<file path="src/rtl/pwm_dac_pkg.sv">
package pwm_dac_pkg;
  typedef enum logic {
    MODE_EDGE   = 1'b0,
    MODE_CENTER = 1'b1
  } pwm_mode_e;
endpackage

</file>
<file path="src/rtl/pwm_dac_cond.sv">
module pwm_dac_cond #(
  parameter int SW = 16
) (
  input  logic [SW-1:0] smp,
  input  logic          cond_en,
  output logic [SW-1:0] code
);
  localparam logic [SW-1:0] QUARTER = SW'(1) << (SW - 3);
  localparam logic [SW-1:0] SIGNBIT = SW'(1) << (SW - 1);

  logic signed [SW-1:0] s_signed;
  logic signed [SW-1:0] s_scaled;

  always_comb begin
    s_signed = $signed(smp);
    s_scaled = s_signed >>> 2;
    if (cond_en) code = QUARTER + $unsigned(s_scaled);
    else         code = smp ^ SIGNBIT;
  end
endmodule

</file>
<file path="src/rtl/pwm_dac_timebase.sv">
module pwm_dac_timebase
  import pwm_dac_pkg::*;
#(
  parameter int CW = 8
) (
  input  logic          clk,
  input  logic          rst,
  input  pwm_mode_e     mode_in,
  output logic [CW-1:0] cnt_q,
  output logic [CW-1:0] cnt_d,
  output pwm_mode_e     mode_q,
  output pwm_mode_e     mode_d,
  output logic          last_q
);
  localparam logic [CW-1:0] TOP = '1;
  localparam logic [CW-1:0] ONE = CW'(1);

  logic down_q, down_d, last_d;

  always_comb begin
    cnt_d  = cnt_q;
    down_d = down_q;
    mode_d = mode_q;
    if (last_q) begin
      cnt_d  = '0;
      down_d = 1'b0;
      mode_d = mode_in;
    end else if (mode_q == MODE_CENTER) begin
      if (!down_q) begin
        if (cnt_q == TOP) begin
          down_d = 1'b1;
          cnt_d  = TOP - ONE;
        end else begin
          cnt_d = cnt_q + ONE;
        end
      end else begin
        cnt_d = cnt_q - ONE;
      end
    end else begin
      cnt_d = cnt_q + ONE;
    end
    if (mode_d == MODE_CENTER) last_d = down_d && (cnt_d == ONE);
    else                       last_d = (cnt_d == TOP);
  end

  always_ff @(posedge clk) begin
    if (rst) begin
      cnt_q  <= '0;
      down_q <= 1'b0;
      mode_q <= MODE_EDGE;
      last_q <= 1'b0;
    end else begin
      cnt_q  <= cnt_d;
      down_q <= down_d;
      mode_q <= mode_d;
      last_q <= last_d;
    end
  end
endmodule

</file>
<file path="src/rtl/pwm_dac_channel.sv">
module pwm_dac_channel
  import pwm_dac_pkg::*;
#(
  parameter int CW = 8
) (
  input  logic          clk,
  input  logic          rst,
  input  logic          load,
  input  logic [CW-1:0] load_val,
  input  logic [CW-1:0] cnt_d,
  input  pwm_mode_e     mode_d,
  output logic [CW-1:0] cmp_q,
  output logic          pwm_q
);
  logic [CW-1:0] cmp_d;
  logic [CW:0]   sum;
  logic          hit;

  always_comb begin
    cmp_d = load ? load_val : cmp_q;
    sum   = {1'b0, cnt_d} + {1'b0, cmp_d};
    if (mode_d == MODE_CENTER) hit = sum[CW];
    else                       hit = (cnt_d < cmp_d);
  end

  always_ff @(posedge clk) begin
    if (rst) begin
      cmp_q <= '0;
      pwm_q <= 1'b0;
    end else begin
      cmp_q <= cmp_d;
      pwm_q <= hit;
    end
  end
endmodule

</file>
<file path="src/rtl/pwm_dual_dac.sv">
module pwm_dual_dac
  import pwm_dac_pkg::*;
#(
  parameter int CNT_W = 8
) (
  input  logic                 clk,
  input  logic                 rst,
  input  logic                 mode_center,
  input  logic                 cond_en,
  input  logic                 s_valid,
  input  logic [2*CNT_W-1:0]   s_data,
  output logic                 s_ready,
  output logic                 req,
  output logic                 pwm_hi,
  output logic                 pwm_lo
);
  localparam int SMP_W = 2 * CNT_W;
  localparam int NCH   = 2;

  logic [CNT_W-1:0] cnt_q, cnt_d;
  pwm_mode_e        mode_q, mode_d, mode_in;
  logic             last_q, load;
  logic [SMP_W-1:0] code;
  logic [CNT_W-1:0] cmp_vec [NCH];
  logic [NCH-1:0]   pwm_vec;

  assign mode_in = pwm_mode_e'(mode_center);
  assign load    = last_q && s_valid;

  pwm_dac_cond #(.SW(SMP_W)) u_cond (
    .smp(s_data), .cond_en(cond_en), .code(code)
  );

  pwm_dac_timebase #(.CW(CNT_W)) u_tb (
    .clk(clk), .rst(rst), .mode_in(mode_in),
    .cnt_q(cnt_q), .cnt_d(cnt_d), .mode_q(mode_q), .mode_d(mode_d),
    .last_q(last_q)
  );

  for (genvar ch = 0; ch < NCH; ch++) begin : g_ch
    pwm_dac_channel #(.CW(CNT_W)) u_ch (
      .clk(clk), .rst(rst), .load(load),
      .load_val(code[ch*CNT_W +: CNT_W]),
      .cnt_d(cnt_d), .mode_d(mode_d),
      .cmp_q(cmp_vec[ch]), .pwm_q(pwm_vec[ch])
    );
  end

  assign s_ready = last_q;
  assign req     = last_q;
  assign pwm_hi  = pwm_vec[1];
  assign pwm_lo  = pwm_vec[0];
endmodule

</file>
<file path="config.mk">
export PLATFORM = sky130hd
export DESIGN_NAME = pwm_dual_dac
export DESIGN_NICKNAME = d
export VERILOG_FILES = /design/src/rtl/pwm_dac_pkg.sv /design/src/rtl/pwm_dac_cond.sv /design/src/rtl/pwm_dac_timebase.sv /design/src/rtl/pwm_dac_channel.sv /design/src/rtl/pwm_dual_dac.sv
export SDC_FILE = /design/constraint.sdc
export NUM_CORES = 1
export LEC_CHECK = 0
export ABC_AREA = 1
export BUFFER_PORTS_ARGS = -buffer_cell sky130_fd_sc_hd__buf_4
export CELL_PAD_IN_SITES_DETAIL_PLACEMENT = 1
export CELL_PAD_IN_SITES_GLOBAL_PLACEMENT = 1
export CORE_MARGIN = 5
export CORE_UTILIZATION = 42
export CTS_CLUSTER_DIAMETER = 120
export DETAILED_ROUTE_END_ITERATION = 12
export PLACE_DENSITY_LB_ADDON = 0.1
export SYNTH_ARGS = -nofsm -noshare
export SYNTH_HDL_FRONTEND = slang
export SYNTH_SLANG_ARGS = --single-unit
</file>
<file path="constraint.sdc">
create_clock -name clk -period 2.6 [get_ports clk]
set_clock_uncertainty 0.1 [all_clocks]
set_input_delay 0.26 -clock clk [delete_from_list [all_inputs] [get_ports clk]]
set_output_delay 0.26 -clock clk [all_outputs]
set_load 0.005 [all_outputs]
</file>
==> run metrics <==
I/O pins 25; Die Span Y 85.8 microns; dominant cells by area after synthesis dfxtp_1, ha_1, nand2_1; Mapped Area ~2400 sq um; Unique masters post-synth 31; Sink Count 29; post-DP HPWL between 5000 and 6000 microns; pre-CTS setup slack 0.0408 ns; initial antenna violation count 0; Area Overhead vs Synth 16.3%; die area between 7000 and 8000 sq um; CP peak stage delay 0.39 ns; fmax approximately 410 MHz; Yosys top cell area share 0.241; Die X around 86 microns; Final Hold Viols 0; synth warn 0; TritonCTS clock tree done; max-cap violations 0; fin util 0.506; Post-CTS Hold Buffers 0; CORE AREA between 5000 and 6000 sq um; # DRC 0; Detailed Route WL between 7000 and 8000 microns; Post-synth EDFFs 0; CP Cell Sequence ha_2 -> nand2_2 -> nor2_2 -> nand3_4 -> nand2_4 -> nor2_2 -> nor2_4 -> ha_1 -> inv_1 -> a21oi_1 -> nor2_1 -> nor2_1 -> o211a_1 -> nand2_1 -> nand2_1; crit path kind reg2reg; Syn Nets around 430; Crit-path slowest cell dfxtp_2; Critical Path Fanout Max 6; r2r endpoint g_ch[0].u_ch.pwm_q$_SDFF_PP0_; 1st-pass router iterations 4; Layout Nets between 400 and 500; WP data required 2.69 ns; crit share post-route 0.934; layout cells sized above 1 0.180; post-route ant nets 0; slew margin rel. 0.728; Finished Layout Cells about 480; post-DR wirelength/cell between 10 and 15 microns; status completed; clock buffer depth 2; placed cells 470; Overall Global Routing Usage 0.198; post-synthesis async set-or-reset flop share 0; Worst setup SP type flop; gr ovfl total 0; RSZ-0062 raised after global routing false; ant diodes 0; final setup vio count 0; register cell area after layout 584 sq um; total number of vias approximately 2,400; syn_area_per_cell between 6 and 7 sq um; r2r startpoint u_tb.cnt_q[1]$_SDFF_PP0_; worst hold path class in2reg; multi-input logic area 1550 sq um; Reg clk slew, reported paths 0.07 ns; worst path arrival time about 2.5 ns; Fillers 757; P_leak roughly 1.4 nW; routability cong. a little over 0.8; via count of the first global-routing pass 2,440; CTS root buf clkbuf_8; register area share after synthesis 0.241; worst r2r path cells 15; Via density about 5; Fin Setup TNS 0 ns; Worst Hold Launch rst; # rows 27; initial drt markers about 110; final worst slack between 0.15 and 0.2 ns; H-tree depth 2; Starting Density 0.435; most frequent cell after synthesis nand2_1; Syn Inst Count about 380; Pins Over Slew Limit 0; Least-Margin Pin Slew 0.403 ns; Worst Setup End Kind flop; PD cells around 410 nW/um^2; flops & latches, synth 29; global-route wire length before repair between 10,000 and 15,000 microns; commonest cells in the netlist nand2_1, inv_1, nor2_1, ha_1, dfxtp_1; R2R setup slack around 0.17 ns; CTS Buf Count 5; IO Port Bufs 24; largest net degree at the start of global routing 29; worst vdd ir ~280 uV; commonest register cell after synthesis dfxtp_1; Worst Hold End g_ch[1].u_ch.cmp_q[6]$_SDFF_PP0_; final critical-path required period roughly 2.4 ns; Hold Crit Depth 2; post-synth top area cell dfxtp_1; Worst-Skew Late Latency ~0.29 ns
[cells by family (layout without fill, tap and decap cells)]
| logic type | count (synthesis) | after routing | share of synthesized area |
|---|---|---|---|
| AO/OA/AOI/OAI | 54 | 54 | 0.127 |
| XOR/XNOR | 2 | 2 | 0.00727 |
| adder cells (fa/ha/maj) | 30 | 30 | 0.156 |
| buffers and inverters | 73 | 103 | 0.125 |
| flip-flops | 29 | 29 | 0.241 |
| AND/OR/NAND/NOR | 187 | 187 | 0.344 |
[final cells by class]
type,instances,share of cell area
Inverter,61,0.0830
Multi-Input combinational cell,273,0.552
Timing Repair Buffer,35,0.0937
Clock buffer,7,0.0308
Sequential cell,29,0.208
Tap cell,72,0.0321
[sequential cells by signal, indices dropped and copies added, names as in the netlist]
name / cells
u_tb.last_q: 1
u_tb.cnt_q: 8
u_tb.down_q: 1
u_tb.mode_q: 1
g_ch.u_ch.pwm_q: 2
g_ch.u_ch.cmp_q: 16
[metrics by stage]
step	hold WS (ns)	instance area (sq um)	total power, mW
floorplan	0.412	2410	0.667
global placement	0.455	2690	0.765
detailed placement	0.472	2690	0.775
CTS	0.247	2780	1.16
global route	0.252	2800	1.23
finish	0.247	2800	1.16
[how the worst max path moves through the flow]
stage,from,to,slack [ns]
after detailed placement,u_tb.cnt_q[1]$_SDFF_PP0_,g_ch[0].u_ch.pwm_q$_SDFF_PP0_,0.04
after global routing,u_tb.cnt_q[1]$_SDFF_PP0_,g_ch[0].u_ch.pwm_q$_SDFF_PP0_,0.009
final,u_tb.cnt_q[1]$_SDFF_PP0_,g_ch[0].u_ch.pwm_q$_SDFF_PP0_,0.17
after CTS,u_tb.cnt_q[1]$_SDFF_PP0_,g_ch[0].u_ch.pwm_q$_SDFF_PP0_,0.002
after floorplan,u_tb.last_q$_SDFF_PP0_,g_ch[0].u_ch.pwm_q$_SDFF_PP0_,0.31
after global placement,u_tb.cnt_q[1]$_SDFF_PP0_,g_ch[0].u_ch.pwm_q$_SDFF_PP0_,0.10
[timing repair]
action	CTS	global route
resized for setup	0	12
hold endpoints to repair	0	0
buffers inserted	0	0
endpoints found under the setup margin	0	2
[power breakdown]
part | switching (mW) | internal (mW)
clock network | 0.180 | 0.210
logic | 0.175 | 0.115
registers | 0.0170 | 0.466
[layer usage]
metal	GRT usage	up-vias	wire length [microns]
met3	0.0327	7	144
li1	-	1231	-
met1	0.265	1133	3560
met4	0.0504	0	69
met5	0	-	0
met2	0.329	25	3260
[cells in the final DEF, fill, tap and decap left out, drive strengths merged, types with 2 or more instances in the layout]
| cell | netlist | final |
|---|---|---|
| dfxtp | 29 | 29 |
| o211ai | 2 | 2 |
| o21ai | 31 | 31 |
| nand2 | 87 | 87 |
| nand3 | 25 | 25 |
| nand4 | 5 | 5 |
| buf | 8 | 35 |
| inv | 61 | 60 |
| ha | 30 | 30 |
| clkbuf | 4 | 7 |
| a211oi | 2 | 2 |
| a21oi | 16 | 16 |
| nor2 | 64 | 64 |
| nor3 | 5 | 5 |
[worst max-delay path, delay by kind of cell (launching register included)]
kind	cells	cell delay [ns]
and+or+nand+nor	10	0.94
DFF	1	0.39
AOI/OAI and AO/OA	2	0.28
buffers and inverters	1	0.10
adders and majority gates	2	0.51
Power figures use the tool's default switching activity.
